<file path="src/rtl/pmu_pkg.sv">
// Package: field positions of the control word and shared types for the
// performance counter unit. Assumes a fixed 64-bit register layout.
package pmu_pkg;
    localparam int WORD_W     = 64;
    localparam int CNT_W      = 32;
    localparam int EVT_W      = 64;
    localparam int EVS_W      = 6;
    localparam int SEL_W      = 3;
    localparam int FLAG_LSB   = 32;
    localparam int FLAG_W     = 16;
    localparam int FLGRO_BIT  = 26;
    localparam int NUM_LSB    = 22;
    localparam int SEL_LSB    = 18;
    localparam int HI_LSB     = 11;
    localparam int LO_LSB     = 4;
    localparam int SELRO_BIT  = 3;
    localparam int UTR_BIT    = 2;
    localparam int STR_BIT    = 1;
    localparam int LOCK_BIT   = 0;

    // event selects of one counter pair
    typedef struct packed {
        logic [EVS_W-1:0] hi;
        logic [EVS_W-1:0] lo;
    } evsel_t;
endpackage

</file>
<file path="src/rtl/pmu_counter.sv">
// Module: one 32-bit event counter. A write has priority over an increment.
// wrap_o is a combinational pulse in the cycle an increment rolls over.
module pmu_counter #(
    parameter int WIDTH = 32
) (
    input  logic             clk,
    input  logic             rst_n,
    input  logic             inc_i,
    input  logic             wr_i,
    input  logic [WIDTH-1:0] wdata_i,
    output logic [WIDTH-1:0] count_o,
    output logic             wrap_o
);
    logic [WIDTH-1:0] cnt_q;

    // rollover only when an increment is not overridden by a write
    always_comb wrap_o = inc_i && !wr_i && (&cnt_q);

    // count register: write first, then increment
    always_ff @(posedge clk) begin
        if (!rst_n)     cnt_q <= '0;
        else if (wr_i)  cnt_q <= wdata_i;
        else if (inc_i) cnt_q <= cnt_q + 1'b1;
    end

    assign count_o = cnt_q;
endmodule

</file>
<file path="src/rtl/pmu_ctrl.sv">
// Module: control register of the performance counter unit. Holds enables,
// lock, select, per-pair event selects and sticky wrap flags. Assumes
// NUM_PAIRS is 1..8 so that the flags fit the 16-bit field.
module pmu_ctrl
    import pmu_pkg::*;
#(
    parameter int NUM_PAIRS = 4
) (
    input  logic                     clk,
    input  logic                     rst_n,
    input  logic                     user_mode_i,
    input  logic                     ctl_wr_i,
    input  logic [WORD_W-1:0]        wdata_i,
    input  logic [2*NUM_PAIRS-1:0]   wrap_i,
    output logic [SEL_W-1:0]         sel_o,
    output logic                     utr_o,
    output logic                     str_o,
    output evsel_t [NUM_PAIRS-1:0]   evsel_o,
    output logic [WORD_W-1:0]        ctl_rdata_o,
    output logic                     access_err_o
);
    localparam int FLAGS = 2 * NUM_PAIRS;
    localparam logic [SEL_W-1:0] LAST = SEL_W'(NUM_PAIRS - 1);

    logic                  lock_q, utr_q, str_q, err_q;
    logic [SEL_W-1:0]      sel_q;
    logic [FLAGS-1:0]      flag_q;
    evsel_t [NUM_PAIRS-1:0] evsel_q;
    logic                  blocked, accept;
    logic [SEL_W-1:0]      wsel;
    logic [FLAG_W-1:0]     flag_field;
    evsel_t                shown;

    // write decode: a locked register rejects user-mode writes
    always_comb begin
        blocked = ctl_wr_i && lock_q && user_mode_i;
        accept  = ctl_wr_i && !blocked;
        wsel    = wdata_i[SEL_LSB +: SEL_W];
    end

    // enables, lock, select and the error pulse
    always_ff @(posedge clk) begin
        if (!rst_n) begin
            lock_q <= 1'b0; utr_q <= 1'b0; str_q <= 1'b0;
            sel_q  <= '0;   err_q <= 1'b0;
        end else begin
            err_q <= blocked;
            if (accept) begin
                lock_q <= wdata_i[LOCK_BIT];
                utr_q  <= wdata_i[UTR_BIT];
                str_q  <= wdata_i[STR_BIT];
                sel_q  <= wsel;
            end
        end
    end

    // per-pair event selects, guarded by the select override bit
    always_ff @(posedge clk) begin
        if (!rst_n) begin
            evsel_q <= '0;
        end else if (accept && !wdata_i[SELRO_BIT] && wsel <= LAST) begin
            for (int p = 0; p < NUM_PAIRS; p++)
                if (wsel == SEL_W'(p)) begin
                    evsel_q[p].hi <= wdata_i[HI_LSB +: EVS_W];
                    evsel_q[p].lo <= wdata_i[LO_LSB +: EVS_W];
                end
        end
    end

    // sticky wrap flags: hardware sets win over a clearing write
    always_ff @(posedge clk) begin
        if (!rst_n)
            flag_q <= '0;
        else if (accept && !wdata_i[FLGRO_BIT])
            flag_q <= wdata_i[FLAG_LSB +: FLAGS] | wrap_i;
        else
            flag_q <= flag_q | wrap_i;
    end

    // read-back assembly of the control word
    always_comb begin
        shown = '0;
        for (int p = 0; p < NUM_PAIRS; p++)
            if (sel_q == SEL_W'(p)) shown = evsel_q[p];
        flag_field        = '0;
        flag_field[FLAGS-1:0] = flag_q;
        ctl_rdata_o       = '0;
        ctl_rdata_o[FLAG_LSB +: FLAG_W] = flag_field;
        ctl_rdata_o[NUM_LSB +: SEL_W]   = LAST;
        ctl_rdata_o[SEL_LSB +: SEL_W]   = sel_q;
        ctl_rdata_o[HI_LSB +: EVS_W]    = shown.hi;
        ctl_rdata_o[LO_LSB +: EVS_W]    = shown.lo;
        ctl_rdata_o[UTR_BIT]            = utr_q;
        ctl_rdata_o[STR_BIT]            = str_q;
        ctl_rdata_o[LOCK_BIT]           = lock_q;
    end

    assign sel_o        = sel_q;
    assign utr_o        = utr_q;
    assign str_o        = str_q;
    assign evsel_o      = evsel_q;
    assign access_err_o = err_q;
endmodule

</file>
<file path="src/rtl/perf_mon_unit.sv">
// Module: per-thread performance counter unit. Routes selected event strobes
// to eight 32-bit counters in four pairs, gated by the mode enables, and
// exposes one pair through the counter port chosen by the select field.
module perf_mon_unit
    import pmu_pkg::*;
#(
    parameter int NUM_PAIRS = 4
) (
    input  logic              clk,
    input  logic              rst_n,
    input  logic              user_mode_i,
    input  logic [EVT_W-1:0]  events_i,
    input  logic              ctl_wr_i,
    input  logic              cnt_wr_i,
    input  logic [WORD_W-1:0] wdata_i,
    output logic [WORD_W-1:0] ctl_rdata_o,
    output logic [WORD_W-1:0] cnt_rdata_o,
    output logic              access_err_o
);
    logic [SEL_W-1:0]        sel;
    logic                    utr, str, mode_en;
    evsel_t [NUM_PAIRS-1:0]  evsel;
    logic [2*NUM_PAIRS-1:0]  wrap;
    logic [CNT_W-1:0]        cnt [2*NUM_PAIRS];

    pmu_ctrl #(.NUM_PAIRS(NUM_PAIRS)) u_ctrl (
        .clk(clk), .rst_n(rst_n), .user_mode_i(user_mode_i),
        .ctl_wr_i(ctl_wr_i), .wdata_i(wdata_i), .wrap_i(wrap),
        .sel_o(sel), .utr_o(utr), .str_o(str), .evsel_o(evsel),
        .ctl_rdata_o(ctl_rdata_o), .access_err_o(access_err_o)
    );

    // mode filter: the current privilege mode must have tracing enabled
    always_comb mode_en = user_mode_i ? utr : str;

    for (genvar p = 0; p < NUM_PAIRS; p++) begin : g_pair
        logic pair_wr;
        // counter writes go only to the selected pair
        always_comb pair_wr = cnt_wr_i && (sel == SEL_W'(p));

        pmu_counter #(.WIDTH(CNT_W)) u_lo (
            .clk(clk), .rst_n(rst_n),
            .inc_i(mode_en && events_i[evsel[p].lo]),
            .wr_i(pair_wr), .wdata_i(wdata_i[CNT_W-1:0]),
            .count_o(cnt[2*p]), .wrap_o(wrap[2*p])
        );
        pmu_counter #(.WIDTH(CNT_W)) u_hi (
            .clk(clk), .rst_n(rst_n),
            .inc_i(mode_en && events_i[evsel[p].hi]),
            .wr_i(pair_wr), .wdata_i(wdata_i[WORD_W-1:CNT_W]),
            .count_o(cnt[2*p+1]), .wrap_o(wrap[2*p+1])
        );
    end

    // counter port: selected pair, zero for an unimplemented select
    always_comb begin
        cnt_rdata_o = '0;
        for (int p = 0; p < NUM_PAIRS; p++)
            if (sel == SEL_W'(p)) cnt_rdata_o = {cnt[2*p+1], cnt[2*p]};
    end
endmodule

</file>
<file path="config.mk">
export PLATFORM = sky130hd
export DESIGN_NAME = perf_mon_unit
export DESIGN_NICKNAME = d
export VERILOG_FILES = /design/src/rtl/pmu_pkg.sv /design/src/rtl/pmu_counter.sv /design/src/rtl/pmu_ctrl.sv /design/src/rtl/perf_mon_unit.sv
export SDC_FILE = /design/constraint.sdc
export NUM_CORES = 1
export LEC_CHECK = 0
export BUFFER_PORTS_ARGS = -buffer_cell sky130_fd_sc_hd__buf_2
export CORE_MARGIN = 4
export CORE_UTILIZATION = 44
export DETAILED_ROUTE_END_ITERATION = 10
export GPL_TIMING_DRIVEN = 0
export MAX_ROUTING_LAYER = met4
export SETUP_SLACK_MARGIN = 0.2
export SKIP_CTS_REPAIR_TIMING = 1
export SLEW_MARGIN = 20
export SYNTH_ARGS = -nofsm -noshare
export SYNTH_HDL_FRONTEND = slang
export SYNTH_SLANG_ARGS = --single-unit
</file>
<file path="constraint.sdc">
create_clock -name clk -period 3.79 [get_ports clk]
set_input_delay 0.758 -clock clk [delete_from_list [all_inputs] [get_ports clk]]
set_output_delay 0.758 -clock clk [all_outputs]
set_load 0.02 [all_outputs]
</file>
==> results by stage, run 1 <==
Setup path:
- The data required time at the worst endpoint is 3030 ps.
- The slowest stage of the critical path is the sky130_fd_sc_hd__dfxtp_1 cell.
- Counting stages on the worst path, the most repeated cell is sky130_fd_sc_hd__clkbuf_4.
- The biggest cell delay along the critical path is 490 ps.
- The worst setup path is launched from a flop.
- Of all nets on the critical path, the largest fanout is 10.
- The arrival time at the worst endpoint is 2830 ps.
- The cell type group with the largest total delay on the critical path is buffers and inverters.
- The signal on the critical path passes through clkbuf_4, buf_4, clkbuf_4, mux4_2, nor2b_1, buf_2.
- The worst setup path is captured at an output pin.
- The worst setup path is of the flop to output pin kind.
- The combined buffer and inverter count along the critical path is 4.

Run status:
- The flow ran to the end, and the final reports show no timing, DRC or antenna violations.

STA:
- Setup repair after global routing could not meet its margin everywhere.
- The relative slew slack is 19.40%.
- At the pin with the least slew margin, the transition time is 1209 ps.
- The maximum clock frequency is 278.5 MHz.
- In the finished design, the share of the clock period the worst path needs comes to 94.75%.
- Setup violations remaining at the end of the flow were counted as 0.
- The time the final worst path needs with I/O delays and setup is 3591 ps.
- The final count of hold timing violations came to 0.
- On the final layout, the worst clock skew is 18.30 ps.
- The final max-slew violation count is 0.

Synth:
- The top-area cell type share of the netlist area is 26.74%.
- The cell area that synthesis handed to floorplanning was 0.02388 mm^2.
- The count of cell types in the netlist is 89.
- For this run, asynchronously set or reset flops after synthesis account for 0%.
- The number of enable flip-flop cells after synthesis is 0.
- After synthesis, the cell types taking the most area are sky130_fd_sc_hd__dfxtp_1 27%, sky130_fd_sc_hd__mux4_2 20%, sky130_fd_sc_hd__xnor2_1 5.2%, sky130_fd_sc_hd__o21ai_0 4.9%, sky130_fd_sc_hd__mux2i_1 4.1%.
- The most used flip-flop cell after synthesis is sky130_fd_sc_hd__dfxtp_1.
- The number of warnings issued by yosys is 0.
- The register bit count reported by yosys is 319.
- The biggest area consumer among synthesized cells is sky130_fd_sc_hd__dfxtp_1.
- In the synthesized netlist, the number of instances is 2,635.
- Of the synthesized area, sequential elements account for 26.74%.
- The per-instance average area after synthesis is 9.064 um^2.

Pwr:
- The overall power consumption is 9.827 mW.
- The worst-case vdd ir drop is 0.3653 mV.
- The power density normalized to cell area is 355.3 mW/mm^2.
- The total leakage power is 9.141 nW.

Placed design:
- The detailed placer's ending HPWL is 87,260 um.
- At the end of routability-driven placement, the weighted congestion stood at 1.026.
- The placed standard-cell area is 0.02605 mm^2.
- Counting tap cells, the placed design contains a total of 3,589 instances.
- The number of buffer cells added on primary ports is 219.

Clock network:
- Counting the buffers created by CTS gives 40.
- For this design, the sink count on the clock tree is 319.
- The maximum buffer depth of the clock tree is 3.
- Clock latency on the worst-skew pair, taken at its later pin, is 590 ps.
- The clock transition at the registers of the reported paths is 60 ps.
- The clock tree synthesis step divided the H-tree into 2 levels.
- CTS placed an instance of sky130_fd_sc_hd__clkbuf_16 at the clock tree root.
- The clock tree from TritonCTS is yes.

Final layout:
- The fraction of layout instances using a drive strength above 1 is 23.06%.
- The final instance count without filler cells is 3,674.
- The total area of multi-input combinational cells is 0.01615 mm^2.
- Once layout is done, the placed cells without fillers occupy 0.02766 mm^2.
- The number of nets in the layout is 3,081.
- The filler cell count in the final layout is 5,122.
- In the final layout, flip-flops and latches occupy 0.006387 mm^2.
- The library cell used most frequently in the layout, excluding fill and tap cells, is sky130_fd_sc_hd__dfxtp_1.
- The area growth from synthesis to layout is 15.79%.
- The top cell types in the final layout, fill and taps aside, are 318 x sky130_fd_sc_hd__dfxtp_1, 244 x sky130_fd_sc_hd__buf_2, 234 x sky130_fd_sc_hd__o21ai_0.

Floorplanning:
- The floorplan step defined a core boundary enclosing 0.05381 mm^2.
- The horizontal extent of the die is 241.0 um.
- 262 I/O pins were placed.
- The die covers 0.05807 mm^2.
- The starting density of the core is 44.38%.
- Row generation in the floorplan step produced 85 rows.
- The floorplan step set the die height to 241.0 um.

Route:
- The detail-routed via count per cell is 6.819.
- For this block, the via count after detailed routing is 25,050.
- For this block, the routed nets add up to 115,200 um of wire.
- The total iterations of the first detailed-routing run is 6.
- Once detail routing completed, the nets flagged for antenna violations numbered 0.
- For this run, design rule violations remaining after detail routing come to 0.
- For this block, the initial DRC count from the detailed router was 3,213.
- The average detailed-routed wire length per instance is 31.34 um.

GRT:
- The initial antenna violation count is 3.
- Entering global routing, the biggest net connects 13 pins.
- The number of global-route vias before repair was 23,360.
- Across every metal layer, demand over resource in global routing totals 39.47%.
- The wire length of the first global-routing pass is 163,000 um.
- For this run the aggregate overflow at the end of global routing stands at 0.

Job:
- Across the run, the number of max-cap violations was 0.

Min path:
- The path class of the tightest hold or removal check is input pin to flop.
-- layout make-up --
type	count	share of cell area, %
multi-input combinational	2029	58.39
clock buffer	61	4.302
antenna	7	0.06334
inverter	55	0.7465
tap	696	3.149
timing repair buffer	227	4.280
sequential	319	23.10
buffer	268	5.162
clock inverter	12	0.8143
-- power by group --
group,switching [mW],internal [mW],total [mW]
sequential,0.253,3.52,3.77
clock,1.68,2.52,4.20
combinational,1.16,0.693,1.85
total,3.10,6.73,9.83
-- registers in the layout, indices dropped and copies added (netlist names) --
signal / count
g_pair.u_lo.count_o: 128
u_ctrl.flag_q: 8
u_ctrl.evsel_o: 48
u_ctrl.utr_o: 1
g_pair.u_hi.count_o: 128
u_ctrl.str_o: 1
u_ctrl.access_err_o: 1
u_ctrl.lock_q: 1
u_ctrl.sel_o: 3
-- per-layer routing --
layer  global-route usage (%)  part of all wire (%)
met1                    49.29                    37
met3                    7.679                    10
met4                    22.38                   7.2
met2                    60.16                    45
met5                        -                     0
-- path summary, 6_finish.rpt --
path                         from                          to  slack, ps  depth (start not counted)
setup / recovery  u_ctrl.sel_o[1]             cnt_rdata_o[62]        200                          6
hold / removal        wdata_i[46]  g_pair[1].u_hi.count_o[14]        470                          3
setup reg to reg  u_ctrl.sel_o[2]  g_pair[1].u_hi.count_o[27]        250                          5
hold reg to reg     u_ctrl.lock_q               u_ctrl.lock_q        500                          2
-- stage by stage --
| step | util, % | setup TNS, ps | hold WS [ps] | worst slack [ps] |
|---|---|---|---|---|
| after detailed placement | 48.40 | -17230 | 486.3 | -468.2 |
| after global routing | 51.37 | 0 | 472.2 | 184.6 |
| after CTS | 51.03 | -51140 | 450.3 | -699.0 |
| after global placement | 48.29 | -62660 | 473.8 | -567.3 |
| final | 51.39 | 0 | 470.5 | 199.0 |
| after floorplan | - | 0 | 458.5 | 724.4 |
-- worst min-delay path, cell delays in order --
cell and delay [ps]:
sky130_fd_sc_hd__buf_2 140, sky130_fd_sc_hd__nand2_1 60, sky130_fd_sc_hd__nand3_1 60
-- Yosys cell counts (16+ instances only) --
| cell type | instances |
|---|---|
| sky130_fd_sc_hd__a211oi_1 | 26 |
| sky130_fd_sc_hd__a21oi_1 | 192 |
| sky130_fd_sc_hd__a31oi_1 | 58 |
| sky130_fd_sc_hd__and3_1 | 40 |
| sky130_fd_sc_hd__and4_1 | 17 |
| sky130_fd_sc_hd__buf_1 | 16 |
| sky130_fd_sc_hd__buf_2 | 24 |
| sky130_fd_sc_hd__buf_4 | 58 |
| sky130_fd_sc_hd__clkbuf_1 | 157 |
| sky130_fd_sc_hd__dfxtp_1 | 319 |
| sky130_fd_sc_hd__inv_1 | 54 |
| sky130_fd_sc_hd__mux2i_1 | 99 |
| sky130_fd_sc_hd__mux4_2 | 208 |
| sky130_fd_sc_hd__nand2_1 | 183 |
| sky130_fd_sc_hd__nand3_1 | 112 |
| sky130_fd_sc_hd__nand4_1 | 64 |
| sky130_fd_sc_hd__nor2_1 | 99 |
| sky130_fd_sc_hd__nor2b_1 | 81 |
| sky130_fd_sc_hd__nor3_1 | 74 |
| sky130_fd_sc_hd__nor4_1 | 49 |
| sky130_fd_sc_hd__o21ai_0 | 234 |
| sky130_fd_sc_hd__o31ai_1 | 18 |
| sky130_fd_sc_hd__or3_1 | 22 |
| sky130_fd_sc_hd__or4_1 | 20 |
| sky130_fd_sc_hd__xnor2_1 | 143 |
-- logic make-up (layout without fill, tap and decap cells) --
group / Yosys count / count (layout) / share of synthesized area (%)
xor+xnor: 154 / 154 / 5.647
compound gates: 652 / 652 / 16.59
simple gates: 857 / 857 / 19.31
fa+ha+maj: 8 / 8 / 0.4191
mux: 320 / 320 / 24.78
buf+inv: 323 / 623 / 6.480
flops: 319 / 319 / 26.74
other cells: 2 / 45 / 0.03144
Power figures use the tool's default switching activity.
==> run 2: changes to the inputs <==
--- a/config.mk
+++ b/config.mk
@@ -8,5 +8,5 @@
 export BUFFER_PORTS_ARGS = -buffer_cell sky130_fd_sc_hd__buf_2
 export CORE_MARGIN = 4
-export CORE_UTILIZATION = 44
+export CORE_UTILIZATION = 30
 export DETAILED_ROUTE_END_ITERATION = 10
 export GPL_TIMING_DRIVEN = 0
==> constraint.sdc (replaced) <==
create_clock -name clk -period 3.79 [get_ports clk]
set_input_delay 0.9475 -clock clk [delete_from_list [all_inputs] [get_ports clk]]
set_output_delay 0.9475 -clock clk [all_outputs]
set_load 0.02 [all_outputs]
==> run 2 against run 1 <==
Compared with the run above: clock skew rose by 6.2 ps; largest power group unchanged; count of clock-buffer cells in the layout fell by 3; global-route usage down 13 points; first-iteration DRC count up 7.3%; highest routed layer unchanged; hold slack improved by 42 ps; routed wire length shrank 1.1%; via count shrank 1.7%; non-clock buffer count is 3 higher.
==> results by stage, run 2 (synthesis results as in run 1) <==
Run status:
- The run finished with clean final reports.

Route:
- In the final routed layout, each cell accounts on average for 28.22 um.
- The total detailed-routing wirelength is 113,900 um.
- For this block, the initial DRC count from the detailed router was 3,448.
- The remaining antenna violation count after routing is 0.
- The routed layout has 24,620 vias.
- In the routed layout, each cell is associated on average with a via count of 6.101.
- The total iterations of the first detailed-routing run is 5.
- The remaining routing DRC violations is 0.

Placed design:
- The number of buffer cells added on primary ports is 219.
- The placed standard-cell area is 0.02648 mm^2.
- The detailed placer's ending HPWL is 86,040 um.
- At the end of routability-driven placement, the weighted congestion stood at 0.9910.

Setup path:
- In this run the register-to-register setup slack is 280 ps.
- The reg-to-reg startpoint is u_ctrl.evsel_o[8].
- The arrival time at the worst endpoint is 2760 ps.
- The endpoint of the worst-slack reg-to-reg timing path is u_ctrl.flag_q[1].
- The kind of launch point of the worst setup path is a flop.
- The data required time at the worst endpoint is 2840 ps.
- Of all nets on the critical path, the largest fanout is 10.
- The worst register-to-register path has a depth of 10.
- The worst setup path is of the flop to output pin kind.
- The worst setup path is captured at an output pin.

GRT:
- The most used routing layer is met2.
- Global routing used 33.30% of the available met1 tracks.
- Entering global routing, the biggest net connects 14 pins.
- For met2 alone, demand over resource in global routing was 40.21%.
- The initial antenna violation count is 17.
- For this run, global-route usage on met3 was measured as 6.551%.
- Global routing used 26.40% of the available tracks across all layers.
- The first global-routing pass estimated 162,500 um of wire.
- After global routing the overflow that remains totals 0.
- The number of global-route vias before repair is 23,230.

Min path:
- The type of the most critical hold path is flop to flop.
- The end point of the most critical hold path is u_ctrl.utr_o.
- The startpoint of the tightest hold check path is u_ctrl.utr_o.
- The worst hold path was traced through 2 stages.

Clock network:
- The number of clock sinks is 319.
- The clock passes through at most 3 buffers.
- The maximum level of the CTS H-tree is 2.
- The clock transition at the registers of the reported paths is 60 ps.
- The master cell of the clock root buffer is sky130_fd_sc_hd__clkbuf_16.
- The total CTS buffers is 41.
- TritonCTS built the clock tree.
- The clock network latency to the later pin of the worst-skew pair is 590 ps.

Final layout:
- The synthesis-to-finish area growth is 17.65%.
- The summed area of non-filler cells in the final layout is 0.02810 mm^2.
- The number of nets in the layout is 3,085.
- The most common library cell in the layout ignoring fill and taps is sky130_fd_sc_hd__dfxtp_1.
- Cells with a size suffix above 1 make up 23.01% of the layout.
- The filler cells instantiated in the layout total 8,153.
- Leaving out fill and tap cells, the most frequent cells in the layout are 317 x sky130_fd_sc_hd__dfxtp_1, 243 x sky130_fd_sc_hd__buf_2, 234 x sky130_fd_sc_hd__o21ai_0.

Job:
- Across the run, the number of max-cap violations was 0.

STA:
- In this run the tightest slew margin relative to its limit is 18.84%.
- Hold is met by 512.8 ps.
- The time the final worst path needs with I/O delays and setup is 3704 ps.
- Timing would allow up to 270.0 MHz.
- Across the routed clock network, the largest skew measured is 24.52 ps.
- Setup repair after global routing could not meet its margin everywhere.
- The measured slew at the worst slew-check pin is 1213 ps.
- Setup violations remaining at the end of the flow were counted as 0.
- The final count of hold timing violations came to 0.
- The final max-slew violation count is 0.
- The final clock period utilization by the worst path is 97.73%.

Pwr:
- The power density normalized to cell area is 349.5 mW/mm^2.
- The total leakage power is 9.132 nW.
- The worst-case IR drop observed on VDD is 0.2661 mV.

Floorplanning:
- The floorplan has 103 rows.
- The total area inside the core boundary comes to 0.07900 mm^2.
- The horizontal extent of the die is 290.2 um.
- The floorplan step defined a die boundary enclosing 0.08419 mm^2.
- Once the floorplan was initialized, standard cells occupied 30.23% of the core.
- Pin placement for this block handled 262 I/O pins.
- The floorplan die height is 290.2 um.
-- run 2: changes by cell type in the layout (fill, tap and decap cells not counted), sizes merged --
cell / change
inv: +2
buf: +6
clkdlybuf4s15: -1
diode: +6
clkbuf: -5
-- run 2: final cells by class --
cell class	count	area, um^2	area share [%]
Buffer	268	1424	5.067
Antenna cell	13	32.53	0.1158
Multi-Input combinational cell	2029	16150	57.48
Clock inverter	14	234.0	0.8326
Timing Repair Buffer	230	1199	4.266
Sequential cell	319	6389	22.73
Tap cell	1050	1314	4.675
Clock buffer	58	1151	4.096
Inverter	55	206.4	0.7347
-- run 2: through the flow --
stage	instances	setup slack (ps)	power (mW)	utilization [%]	setup TNS [ps]
finish	4036	86.07	9.820	35.57	0
global route	4035	126.6	10.04	35.57	0
CTS	4015	-1200	9.757	35.27	-77040
detailed placement	3943	-548.1	5.624	33.52	-45450
global placement	3940	-831.7	5.607	33.45	-103550
floorplan	2671	534.9	4.807	-	0
-- run 2: report_power, final --
| group | leakage (nW) | total, mW | internal, mW | switching, mW |
|---|---|---|---|---|
| Clock | 0.672 | 4.19 | 2.47 | 1.72 |
| Combinational | 5.86 | 1.86 | 0.694 | 1.17 |
| Sequential | 2.60 | 3.77 | 3.52 | 0.247 |
| Total | 9.13 | 9.82 | 6.69 | 3.13 |
-- run 2: worst max-delay path by stage --
stage,slack (ps),from,to
after floorplan,530,u_ctrl.sel_o[0],ctl_rdata_o[4]
after global placement,-830,user_mode_i,g_pair[3].u_hi.count_o[26]
after detailed placement,-550,u_ctrl.sel_o[1],ctl_rdata_o[9]
after CTS,-1200,u_ctrl.sel_o[1],ctl_rdata_o[9]
after global routing,130,u_ctrl.sel_o[1],ctl_rdata_o[9]
final,90,u_ctrl.sel_o[1],ctl_rdata_o[9]
-- run 2: critical path: stages, from the launching register on --
cell                       delay [ps]
sky130_fd_sc_hd__dfxtp_1          420
sky130_fd_sc_hd__buf_4            280
sky130_fd_sc_hd__buf_6            270
sky130_fd_sc_hd__clkbuf_4         320
sky130_fd_sc_hd__mux4_2           220
sky130_fd_sc_hd__nor2b_1          400
sky130_fd_sc_hd__buf_2            260
-- run 2: per-layer routing --
layer	wire length [um]	up-vias
li1	-	10620
met1	43830	12060
met2	51250	1669
met3	13580	283
met4	5241	0
met5	0	-
